`src/rtl/dma_chan_pkg.sv`:
```
package dma_chan_pkg;
  typedef enum logic [1:0] {
    SEQ_IDLE  = 2'd0,
    SEQ_READ  = 2'd1,
    SEQ_WRITE = 2'd2
  } seq_state_e;

  localparam int unsigned RSEL_W = 3;
  localparam logic [RSEL_W-1:0] SEL_MEM  = 3'd0;
  localparam logic [RSEL_W-1:0] SEL_IO   = 3'd1;
  localparam logic [RSEL_W-1:0] SEL_CNT  = 3'd2;
  localparam logic [RSEL_W-1:0] SEL_CTL  = 3'd3;
  localparam logic [RSEL_W-1:0] SEL_STAT = 3'd4;
  localparam int unsigned CTL_W = 6;
  localparam int unsigned STAT_DONE = 0;
  localparam int unsigned STAT_ERR  = 1;

  // bit0 = en ... bit5 = irq_en
  typedef struct packed {
    logic irq_en;
    logic word;
    logic dir;
    logic idle_en;
    logic mode;
    logic en;
  } chan_ctl_t;
endpackage

```
`src/rtl/dma_chan_regs.sv`:
```
module dma_chan_regs
  import dma_chan_pkg::*;
#(
  parameter int unsigned ADDR_W = 24,
  parameter int unsigned IO_W   = 16,
  parameter int unsigned CNT_W  = 16
) (
  input  logic              clk,
  input  logic              rst_n,
  input  logic              wr_en,
  input  logic [RSEL_W-1:0] wr_sel,
  input  logic [ADDR_W-1:0] wr_data,
  input  logic              unit_done,
  input  logic              align_err,
  output logic [ADDR_W-1:0] mem_addr,
  output logic [IO_W-1:0]   io_addr,
  output logic [CNT_W-1:0]  remain,
  output chan_ctl_t         ctl,
  output logic              done,
  output logic              err
);
  logic last_unit;
  logic cnt_load;
  logic stat_wr;

  assign last_unit = unit_done && (remain == CNT_W'(1));
  assign cnt_load  = wr_en && (wr_sel == SEL_CNT);
  assign stat_wr   = wr_en && (wr_sel == SEL_STAT);

  always_ff @(posedge clk) begin
    if (!rst_n) begin
      mem_addr <= '0;
      io_addr  <= '0;
      remain   <= '0;
      ctl      <= '0;
      done     <= 1'b0;
      err      <= 1'b0;
    end else begin
      if (wr_en) begin
        case (wr_sel)
          SEL_MEM: mem_addr <= wr_data;
          SEL_IO:  io_addr  <= wr_data[IO_W-1:0];
          SEL_CNT: remain   <= wr_data[CNT_W-1:0];
          SEL_CTL: ctl      <= chan_ctl_t'(wr_data[CTL_W-1:0]);
          default: ;
        endcase
      end
      // software load of the counter takes priority over a decrement
      if (!cnt_load && unit_done) remain <= remain - CNT_W'(1);
      // hardware shutdown wins over a simultaneous control write
      if (last_unit || align_err) ctl.en <= 1'b0;
      if (stat_wr && wr_data[STAT_DONE]) done <= 1'b0;
      if (last_unit) done <= 1'b1;
      if (stat_wr && wr_data[STAT_ERR]) err <= 1'b0;
      if (align_err) err <= 1'b1;
    end
  end
endmodule

```
`src/rtl/dma_chan_seq.sv`:
```
module dma_chan_seq
  import dma_chan_pkg::*;
#(
  parameter int unsigned ADDR_W = 24,
  parameter int unsigned IO_W   = 16,
  parameter int unsigned DATA_W = 16
) (
  input  logic              clk,
  input  logic              rst_n,
  input  logic              active,
  input  logic              req,
  input  logic              word,
  input  logic              dir,
  input  logic [ADDR_W-1:0] mem_addr,
  input  logic [IO_W-1:0]   io_addr,
  input  logic              bus_ready,
  input  logic [DATA_W-1:0] bus_rdata,
  output logic              bus_valid,
  output logic              bus_write,
  output logic [ADDR_W-1:0] bus_addr,
  output logic [DATA_W-1:0] bus_wdata,
  output logic              unit_done,
  output logic              align_err
);
  localparam int unsigned PAD_W  = ADDR_W - IO_W;
  localparam int unsigned LANE_W = 8;

  seq_state_e        state;
  logic [ADDR_W-1:0] io_full;
  logic [ADDR_W-1:0] src_addr;
  logic [ADDR_W-1:0] dst_addr;
  logic [DATA_W-1:0] byte_val;
  logic [DATA_W-1:0] hold_q;
  logic              misalign;
  logic              start_ok;

  assign io_full  = {{PAD_W{1'b1}}, io_addr};
  assign src_addr = dir ? io_full : mem_addr;
  assign dst_addr = dir ? mem_addr : io_full;
  assign misalign = word && (mem_addr[0] || io_addr[0]);
  assign start_ok = (state == SEQ_IDLE) && active && req;

  generate
    if (DATA_W > LANE_W) begin : g_wide
      assign byte_val = {{(DATA_W-LANE_W){1'b0}}, bus_rdata[LANE_W-1:0]};
    end else begin : g_narrow
      assign byte_val = bus_rdata;
    end
  endgenerate

  always_ff @(posedge clk) begin
    if (!rst_n) begin
      state  <= SEQ_IDLE;
      hold_q <= '0;
    end else begin
      case (state)
        SEQ_IDLE:  if (start_ok && !misalign) state <= SEQ_READ;
        SEQ_READ:  if (bus_ready) begin
                     hold_q <= word ? bus_rdata : byte_val;
                     state  <= SEQ_WRITE;
                   end
        SEQ_WRITE: if (bus_ready) state <= SEQ_IDLE;
        default:   state <= SEQ_IDLE;
      endcase
    end
  end

  assign bus_valid = (state != SEQ_IDLE);
  assign bus_write = (state == SEQ_WRITE);
  assign bus_addr  = bus_write ? dst_addr : src_addr;
  assign bus_wdata = hold_q;
  assign unit_done = (state == SEQ_WRITE) && bus_ready;
  assign align_err = start_ok && misalign;
endmodule

```
`src/rtl/fixed_dma_chan.sv`:
```
module fixed_dma_chan
  import dma_chan_pkg::*;
#(
  parameter int unsigned ADDR_W = 24,
  parameter int unsigned IO_W   = 16,
  parameter int unsigned CNT_W  = 16,
  parameter int unsigned DATA_W = 16
) (
  input  logic              clk,
  input  logic              rst_n,
  input  logic              cfg_we,
  input  logic [2:0]        cfg_addr,
  input  logic [ADDR_W-1:0] cfg_wdata,
  input  logic              xfer_req,
  output logic              bus_valid,
  input  logic              bus_ready,
  output logic              bus_write,
  output logic              bus_word,
  output logic [ADDR_W-1:0] bus_addr,
  output logic [DATA_W-1:0] bus_wdata,
  input  logic [DATA_W-1:0] bus_rdata,
  output logic              done_o,
  output logic              err_o,
  output logic              irq_o,
  output logic              run_o,
  output logic [CNT_W-1:0]  remain_o
);
  logic [ADDR_W-1:0] mem_addr;
  logic [IO_W-1:0]   io_addr;
  chan_ctl_t         ctl;
  logic              unit_done;
  logic              align_err;
  logic              active;

  dma_chan_regs #(.ADDR_W(ADDR_W), .IO_W(IO_W), .CNT_W(CNT_W)) u_regs (
    .clk       (clk),
    .rst_n     (rst_n),
    .wr_en     (cfg_we),
    .wr_sel    (cfg_addr),
    .wr_data   (cfg_wdata),
    .unit_done (unit_done),
    .align_err (align_err),
    .mem_addr  (mem_addr),
    .io_addr   (io_addr),
    .remain    (remain_o),
    .ctl       (ctl),
    .done      (done_o),
    .err       (err_o)
  );

  assign active = ctl.en && ctl.mode && ctl.idle_en;

  dma_chan_seq #(.ADDR_W(ADDR_W), .IO_W(IO_W), .DATA_W(DATA_W)) u_seq (
    .clk       (clk),
    .rst_n     (rst_n),
    .active    (active),
    .req       (xfer_req),
    .word      (ctl.word),
    .dir       (ctl.dir),
    .mem_addr  (mem_addr),
    .io_addr   (io_addr),
    .bus_ready (bus_ready),
    .bus_rdata (bus_rdata),
    .bus_valid (bus_valid),
    .bus_write (bus_write),
    .bus_addr  (bus_addr),
    .bus_wdata (bus_wdata),
    .unit_done (unit_done),
    .align_err (align_err)
  );

  assign bus_word = ctl.word;
  assign irq_o    = done_o && ctl.irq_en;
  assign run_o    = ctl.en;
endmodule

```
`config.mk`:
```
export PLATFORM = sky130hd
export DESIGN_NAME = fixed_dma_chan
export DESIGN_NICKNAME = d
export VERILOG_FILES = /design/src/rtl/dma_chan_pkg.sv /design/src/rtl/dma_chan_regs.sv /design/src/rtl/dma_chan_seq.sv /design/src/rtl/fixed_dma_chan.sv
export SDC_FILE = /design/constraint.sdc
export NUM_CORES = 1
export LEC_CHECK = 0
export ABC_AREA = 1
export BUFFER_PORTS_ARGS = -buffer_cell sky130_fd_sc_hd__buf_4
export CAP_MARGIN = 20
export CORE_ASPECT_RATIO = 1.2
export CORE_MARGIN = 2
export CORE_UTILIZATION = 52
export DETAILED_ROUTE_END_ITERATION = 12
export GPL_ROUTABILITY_DRIVEN = 1
export PLACE_DENSITY_LB_ADDON = 0.15
export REMOVE_ABC_BUFFERS = 1
export SKIP_CTS_REPAIR_TIMING = 1
export SYNTH_ARGS = -nofsm -noshare
export SYNTH_HDL_FRONTEND = slang
export SYNTH_SLANG_ARGS = --single-unit
export TNS_END_PERCENT = 100
```
`constraint.sdc`:
```
create_clock -name clk -period 1.9 [get_ports clk]
set_input_delay 0.095 -clock clk [delete_from_list [all_inputs] [get_ports clk]]
set_output_delay 0.095 -clock clk [all_outputs]
set_load 0.05 [all_outputs]
```
==> results of run 1 <==
==> layout make-up <==
cell class                      count  area [um^2]
Timing Repair Buffer              122          967
Fill cell                         642         2210
Tap cell                           90          113
Inverter                           57          220
Multi-Input combinational cell    381         1880
Sequential cell                    82         1640
Clock inverter                      6         66.3
Clock buffer                       10          138
==> metrics by stage <==
step / util (%) / TNS [ps] / cell area, um^2 / instances / hold WS, ps
2_1_floorplan: - / -36.6 / 3730 / 520 / 193
3_3_place_gp: 65.4 / 0 / 4730 / 728 / 344
3_5_place_dp: 65.4 / 0 / 4730 / 728 / 350
4_1_cts: 68.3 / -33.4 / 4940 / 744 / -15.0
5_1_grt: 69.5 / -351 / 5020 / 748 / 6.15
6_report: 69.5 / 0 / 5020 / 748 / 3.78
==> path summary, 6_finish.rpt <==
| check | start | endpoint | cells after the start |
|---|---|---|---|
| hold reg to reg | u_seq.bus_wdata[3] | u_seq.bus_wdata[3] | 2 |
| setup reg to reg | u_regs.remain[0] | u_regs.remain[12] | 9 |
| setup / recovery | u_seq.state[0] | bus_addr[2] | 8 |
| hold / removal | cfg_wdata[12] | u_regs.io_addr[12] | 3 |
==> power by group <==
group          switching [mW]  internal (mW)
logic                   0.333          0.195
registers              0.0296           1.76
clock network           0.627          0.645
==> cells by family after synthesis <==
| group | count (synthesis) | share of synthesized area [%] |
|---|---|---|
| fa+ha+maj | 2 | 0.647 |
| compound gates | 121 | 16.3 |
| flops | 82 | 42.5 |
| xor+xnor | 1 | 0.712 |
| buf+inv | 82 | 9.00 |
| simple gates | 257 | 30.8 |
==> worst max-delay path: stages, from the launching register on <==
cell,delay [ps]
dfxtp_2,350
inv_2,80
nand2_4,90
xnor2_4,280
clkinvlp_4,140
buf_6,160
nand2_1,70
nand2_1,80
buf_6,160
==> metal layers <==
| layer | track usage (%) | wire [um] | vias to the layer above |
|---|---|---|---|
| li1 | - | - | 1969 |
| met1 | 31.8 | 4300 | 1761 |
| met2 | 42.6 | 5150 | 126 |
| met3 | 4.76 | 680 | 13 |
| met4 | 6.94 | 113 | 0 |
| met5 | 0 | 0 | - |
==> placed cells by master (no fill, tap or decap), drive strengths merged <==
cell         netlist  routed
nand2            122     122
buf               14     121
dfxtp             82      82
nor2              80      80
o21ai             64      64
inv               56      55
a21oi             52      52
nand3             29      29
clkbuf            11      10
or2                9       9
nand3b             8       8
clkinv             1       6
nand4              4       4
nor3               4       4
ha                 2       2
o221ai             2       2
xnor2              1       1
clkinvlp           0       1
nor3b              1       1
a31oi              1       1
o22ai              1       1
a211oi             1       1
bufinv             0       1
dlygate4sd3        0       1
==> sequential cells by signal, summed over array words and instances, names as in the netlist <==
signal           count
u_seq.state          2
u_regs.mem_addr     24
u_regs.remain       16
u_regs.io_addr      16
u_seq.bus_wdata     16
u_regs.err           1
u_regs.done          1
u_regs.ctl           6
==> flow_summary.ini, run 1 <==
[routing]
drt_iter0_drc = 230
vias = 3869
firstDrtPassIters = 8
ant_nets = 0
wl_per_cell_um = 13.7
drt-total-wl_um = 10200
drc = 0
viasPerCell = 5.17

[placement]
hpwl_um = 7440
gp_congestion = 0.910
pre_cts_ws_ps = 278
io_buffers = 110

[worst_setup_path]
cp.arrival_ps = 1760
path_max_fanout = 15
end_kind = output pin
path_class = flip-flop to output pin
regToRegSetupSlack_ps = 250
start_kind = flip-flop
cp_data_required_time_ps = 1800

[clocking]
clock-sinks = 82
clock_path_buffers = 2
tritoncts = yes
root_buffer = clkbuf_8
htreeDepth = 3
path_clk_slew_ps = 80
clk_latency_ps = 350
cts_buffers = 9

[job]
drv_cap = 0

[die]
core_mm2 = 0.00723
rows = 34
die_area_mm2 = 0.00814
pin_count = 111
initial_core_util_pct = 53.5
die_x_um = 82.7
chipHeight_um = 98.5

[synth]
syn_avg_cell_area_um2 = 7.09
yosysMostFrequentCell = nand2_1
synth_seq_cells = 82
yosysTopAreaCellShare_pct = 42.5
yosysTopAreaCell = dfxtp_1
synth_common_cells = nand2_1, dfxtp_1, nor2_1
synth-seq-area-share_pct = 42.5
ys_warn_count = 0
synth.cell_area_mm2 = 0.00387
ys.flop_type = dfxtp_1
ys_top_cells_by_area = dfxtp_1, nand2_1, o21ai_0, nor2_1, a21oi_1
syn_inst = 545
synth_edf_count = 0
synth_cell_types = 36
synth-async-reset-ratio_pct = 0

[grt]
grt_pass1_wl_um = 15900
grt_max_degree = 37
grt_pass1_vias = 3476
overflow = 0
grt_usage_pct = 25.0
antenna_found_initial = 0

[power_and_ir_drop]
power.density_mw_per_mm2 = 714
power_mw = 3.59
leakage_nw = 2.39
peakVddDrop_mv = 0.456

[sta]
max_freq_mhz = 540
finalCriticalPeriod_ps = 1850
setup_viol = 0
worst_pin_slew_ps = 604
skew_ps = 8.07
relSlewSlack_pct = 59.5
period_share_pct = 97.5
rsz0062_at_grt = yes
hold_violations = 0
slew_violations = 0
layout_setup_ws_ps = 47.8

[finish]
area_delta_synth_final_pct = 29.9
layout.nets = 703
drive_gt1_share_pct = 26.9
antenna_cells = 0

[worst_hold_path]
min_path_type = primary input to flip-flop

[status]
outcome = complete, no violations
No activity file was read; power rests on OpenSTA's default activity.
==> run 2: changes to the inputs <==
--- a/config.mk
+++ b/config.mk
@@ -10,7 +10,7 @@
 export CAP_MARGIN = 20
 export CORE_ASPECT_RATIO = 1.2
 export CORE_MARGIN = 2
-export CORE_UTILIZATION = 52
+export CORE_UTILIZATION = 53
 export DETAILED_ROUTE_END_ITERATION = 12
 export GPL_ROUTABILITY_DRIVEN = 1
 export PLACE_DENSITY_LB_ADDON = 0.15
@@ -18,5 +18,6 @@
 export SKIP_CTS_REPAIR_TIMING = 1
 export SYNTH_ARGS = -nofsm -noshare
 export SYNTH_HDL_FRONTEND = slang
+export SYNTH_HIERARCHICAL = 1
 export SYNTH_SLANG_ARGS = --single-unit
 export TNS_END_PERCENT = 100
==> run 2 against run 1 <==
Against the previous run: the run now ends with hold timing left; global-route usage down 1.1 points; area after synthesis up 12%; synthesized cell count up 23%; via count up 14%; critical endpoint is now bus_addr[12]; clock skew up 1.7 ps; utilization down 3.5 points; final cell count up 17%; critical path type unchanged.
==> flow_summary.ini, run 2 <==
[worst_hold_path]
min_from = bus_rdata[13]
min_path_type = primary input to flip-flop
whs_path_depth = 3
whs_endpoint = u_seq/bus_wdata[13]

[placement]
dp.cells = 856
gp_congestion = 0.936
pre_cts_ws_ps = 303
hpwl_um = 7680
io_buffers = 110

[routing]
ant_nets = 0
vias = 4413
firstDrtPassIters = 5
viasPerCell = 5.06
drc = 0
wl_per_cell_um = 12.3
drt-total-wl_um = 10700
drt_iter0_drc = 204

[synth]
syn_inst = 673
yosysTopAreaCellShare_pct = 37.8
synth_cell_types = 35
synth_common_cells = nand2_1, inv_1, nor2_1
synthXorXnorAreaFrac_pct = 1.44
ys.flop_type = dfxtp_1
yosysTopAreaCell = dfxtp_1
yosysMostFrequentCell = nand2_1
synthAdderAreaFrac_pct = 0.576
ys_top_cells_by_area = dfxtp_1, nand2_1, o21ai_0, inv_1, nor2_1
ys_warn_count = 6
synth_top_family_by_area = simple AND/OR/NAND/NOR gates
syn_avg_cell_area_um2 = 6.46
synth_simple_gate_area_share_pct = 30.0
synth_seq_cells = 82
synth-seq-area-share_pct = 37.8
synth.cell_area_mm2 = 0.00435
synth-async-reset-ratio_pct = 0
synthMuxAreaShare_pct = 0
synth_edf_count = 0
synth_compound_area_share_pct = 17.0

[die]
die_area_mm2 = 0.00894
core_mm2 = 0.00806
die_x_um = 86.7
pin_count = 111
initial_core_util_pct = 53.9
rows = 36
chipHeight_um = 103

[sta]
worst_pin_slew_ps = 557
finalCriticalPeriod_ps = 1750
slew_violations = 0
layout_setup_ws_ps = 147
skew_ps = 9.77
timing.hold.ws_ps = -11.9
hold_violations = 1
relSlewSlack_pct = 62.8
rsz0062_at_grt = no
setup_viol = 0
period_share_pct = 92.3
max_freq_mhz = 570

[worst_setup_path]
r2r-end = u_regs/remain[15]
r2r_cells = 8
start_kind = flip-flop
regToRegSetupSlack_ps = 290
path_max_fanout = 19
crit_path_max_incr_delay_ps = 340
path_class = flip-flop to output pin
cp_data_required_time_ps = 1800
end_kind = output pin
critPathBufInv = 3
crit_cells = 6
reg2reg_from = u_seq/state[0]
crit_family = buffers and inverters
slowest_stage = dfxtp_1
crit_chain = inv_2 > nand2_4 > inv_2 > nand2_1 > nand2_1 > buf_4
cp.arrival_ps = 1660

[grt]
overflow = 0
grt_usage_pct = 23.9
grt_max_degree = 37
grt_pass1_wl_um = 17100
antenna_found_initial = 0
grt_pass1_vias = 3829

[finish]
fin_cells = 872
fillCellCount = 739
area_delta_synth_final_pct = 22.4
largest_reg_flops = 24
antenna_cells = 0
layout.nets = 825
final_cell_mix = nand2_1, buf_4, inv_1, nor2_1, dfxtp_1
fin_util_pct = 66.0
top_register = u_regs/mem_addr
drive_gt1_share_pct = 20.2
layout_commonest_cell = nand2_1

[power_and_ir_drop]
power.density_mw_per_mm2 = 635
leakage_nw = 2.47
peakVddDrop_mv = 0.403

[clocking]
clock_path_buffers = 2
path_clk_slew_ps = 70
tritoncts = yes
clk_latency_ps = 340
htreeDepth = 3
cts_buffers = 9
root_buffer = clkbuf_8
clock-sinks = 82

[job]
drv_cap = 0

[status]
violations = hold timing
outcome = finished with violations
[run 2: cell types whose count changed after synthesis, sizes merged, moves of 8 or more]
cell    before  now
nand3b       8    0
nand3       29   20
nand2      122  190
inv         56  102
or2          9    0
o21ai       64   85
nor2        80   97
[run 2: tightest hold or removal path, delay by kind of cell]
| family | cells | cell delay [ps] |
|---|---|---|
| AO/OA/AOI/OAI | 1 | 50 |
| AND/OR/NAND/NOR | 1 | 70 |
| buffers and inverters | 1 | 80 |
[run 2: report_power, final]
| group | total, mW | switching, mW | internal [mW] |
|---|---|---|---|
| clock network | 1.01 | 0.558 | 0.453 |
| registers | 1.79 | 0.0332 | 1.76 |
| logic | 0.575 | 0.369 | 0.206 |
| total | 3.38 | 0.960 | 2.42 |
[run 2: cell families (layout without fill, tap and decap cells)]
logic type / after synthesis / count (layout)
flip-flops: 82 / 82
AO/OA/AOI/OAI: 141 / 141
adder cells (fa/ha/maj): 2 / 2
buffers and inverters: 130 / 234
AND/OR/NAND/NOR: 313 / 313
XOR/XNOR: 5 / 5
[run 2: final cells by class]
class | count | area [um^2] | area share (%)
Sequential cell | 82 | 1640 | 30.9
Tap cell | 95 | 119 | 2.23
Multi-Input combinational cell | 461 | 2130 | 40.0
Clock buffer | 12 | 135 | 2.54
Clock inverter | 1 | 5.00 | 0.0941
Timing Repair Buffer | 119 | 901 | 16.9
Inverter | 102 | 388 | 7.29
[run 2: layer usage]
| layer | routed length [um] | GRT usage (%) | vias to the layer above |
|---|---|---|---|
| met5 | 0 | 0 | - |
| met4 | 163 | 9.01 | 0 |
| met3 | 576 | 4.21 | 16 |
| met2 | 5160 | 41.1 | 128 |
| met1 | 4800 | 29.9 | 1985 |
| li1 | - | - | 2284 |
[run 2: worst max-delay path by stage]
stage | startpoint | end | slack [ps]
after global routing | u_seq/state[0] | bus_addr[3] | 20
final | u_seq/state[0] | bus_addr[12] | 150
after global placement | u_seq/state[0] | u_regs/remain[0] | 390
after CTS | u_seq/state[0] | bus_addr[3] | 140
after detailed placement | u_seq/state[0] | u_regs/remain[15] | 300
after floorplan | u_regs/ctl[3] | bus_addr[16] | -80
[run 2: metrics by stage]
step | cell area [um^2] | power, mW | setup TNS (ps)
final | 5320 | 3.38 | 0
after global routing | 5320 | 3.55 | 0
after CTS | 5290 | 3.40 | 0
after detailed placement | 5150 | 2.40 | 0
after global placement | 5150 | 2.39 | 0
after floorplan | 4160 | 2.18 | -1820
==> run 3: changes to the inputs <==
--- a/config.mk
+++ b/config.mk
@@ -8,9 +8,11 @@
 export ABC_AREA = 1
 export BUFFER_PORTS_ARGS = -buffer_cell sky130_fd_sc_hd__buf_4
 export CAP_MARGIN = 20
+export CELL_PAD_IN_SITES_DETAIL_PLACEMENT = 1
+export CELL_PAD_IN_SITES_GLOBAL_PLACEMENT = 1
 export CORE_ASPECT_RATIO = 1.2
 export CORE_MARGIN = 2
-export CORE_UTILIZATION = 53
+export CORE_UTILIZATION = 37
 export DETAILED_ROUTE_END_ITERATION = 12
 export GPL_ROUTABILITY_DRIVEN = 1
 export PLACE_DENSITY_LB_ADDON = 0.15
==> run 3 against run 2 <==
Against the previous run: the run now ends clean; sequential share of layout area decreased by 1.6 points; non-clock buffer count shrank 2; maximum frequency fell by 0.85%; final area grew 5.6%; routed wire length grew 23%; critical path depth shrank 1; utilization down 17 points; hold slack improved by 16 ps; die area grew 41%; register-to-register slack got worse by 20 ps; clock skew shrank 6.3 ps.
==> flow_summary.ini, run 3 (synthesis gave the netlist of run 2 again) <==
[status]
outcome = complete, no violations

[sta]
slew_violations = 0
max_freq_mhz = 565
hold_violations = 0
finalCriticalPeriod_ps = 1770
setup_viol = 0
skew_ps = 3.50
worst_pin_slew_ps = 597
layout_setup_ws_ps = 132
rsz0062_at_grt = no
relSlewSlack_pct = 60.1
period_share_pct = 93.1
timing.hold.ws_ps = 4.59

[placement]
hpwl_um = 9680
gp_congestion = 0.811
pre_cts_ws_ps = 323
io_buffers = 110
dp.cells = 919

[die]
initial_core_util_pct = 37.7
chipHeight_um = 123
core_mm2 = 0.0115
pin_count = 111
rows = 43
die_x_um = 103
die_area_mm2 = 0.0126

[routing]
vias = 4525
wl_per_cell_um = 14.1
drc = 0
drt_iter0_drc = 93
firstDrtPassIters = 4
drt-total-wl_um = 13200
ant_nets = 0
viasPerCell = 4.84

[clocking]
tritoncts = yes
cts_buffers = 9
clock_path_buffers = 2
path_clk_slew_ps = 60
clk_latency_ps = 330
htreeDepth = 3
root_buffer = clkbuf_16
clock-sinks = 82

[grt]
grt_max_degree = 47
overflow = 0
grt_usage_pct = 21.6
antenna_found_initial = 0
grt_pass1_wl_um = 21500
grt_pass1_vias = 4592

[worst_setup_path]
cp_data_required_time_ps = 1800
path_max_fanout = 18
start_kind = flip-flop
cp.arrival_ps = 1670
path_class = flip-flop to output pin
end_kind = output pin

[finish]
fin_cells = 935
final_cell_mix = nand2_1, buf_4, inv_1, nor2_1, dfxtp_1
register_area_mm2 = 0.00165
drive_gt1_share_pct = 21.0
area_delta_synth_final_pct = 29.3
largest_reg_flops = 24
layout.nets = 823
fillCellCount = 1563
multi_input_area_mm2 = 0.00213
antenna_cells = 0
top_register = u_regs/mem_addr
layout_commonest_cell = nand2_1

[power_and_ir_drop]
leakage_nw = 2.57
power.density_mw_per_mm2 = 807
power_mw = 4.54
peakVddDrop_mv = 0.493

[job]
drv_cap = 0

[worst_hold_path]
min_path_type = primary input to flip-flop
[run 3: changes by cell type in the layout (fill, tap and decap cells not counted)]
cell           delta
buf_12            +1
bufinv_16         +4
clkbuf_1          -2
clkbuf_16         +9
clkbuf_8          -8
dfxtp_2           -1
dfxtp_4           +1
dlygate4sd3_1     -3
[run 3: layout make-up]
type / count / share of cell area, %
multi-input cells: 461 / 37.9
flip-flops and latches: 82 / 29.3
repair buffers: 117 / 15.9
inverters: 102 / 6.90
clock buffers: 11 / 4.32
well taps: 157 / 3.50
clock inverters: 5 / 2.23
[run 3: worst paths after layout]
| check | from | end | slack (ps) | cells past startpoint |
|---|---|---|---|---|
| setup reg to reg | u_seq/state[0] | u_regs/remain[14] | 270 | 8 |
| setup / recovery | u_seq/state[1] | bus_addr[5] | 130 | 5 |
| hold reg to reg | u_seq/bus_wdata[7] | u_seq/bus_wdata[7] | 460 | 2 |
| hold / removal | bus_rdata[9] | u_seq/bus_wdata[9] | 5 | 3 |
[run 3: worst max-delay path: stages, from the launching register on]
cell,delay [ps]
dfxtp_1,400
nand2_4,190
inv_2,330
nand2_1,100
nand2_1,100
buf_4,200
[run 3: power by group]
part / switching [mW] / total [mW] / internal (mW)
Sequential: 0.0386 / 1.80 / 1.76
Combinational: 0.378 / 0.580 / 0.203
Clock: 0.705 / 2.16 / 1.45
[run 3: metrics by stage]
stage               TNS [ps]  util [%]  cell area (um^2)
floorplan              -1820         -              4160
global placement           0      45.6              5250
detailed placement         0      45.6              5250
CTS                        0      48.8              5620
global route               0      48.8              5620
finish                     0      48.8              5620
[run 3: per-layer routing]
layer	up-vias	GRT usage [%]	wire [um]
met5	-	0	0
met4	0	8.63	306
met3	18	2.05	547
met2	93	39.0	6770
met1	2130	25.8	5570
li1	2284	-	-
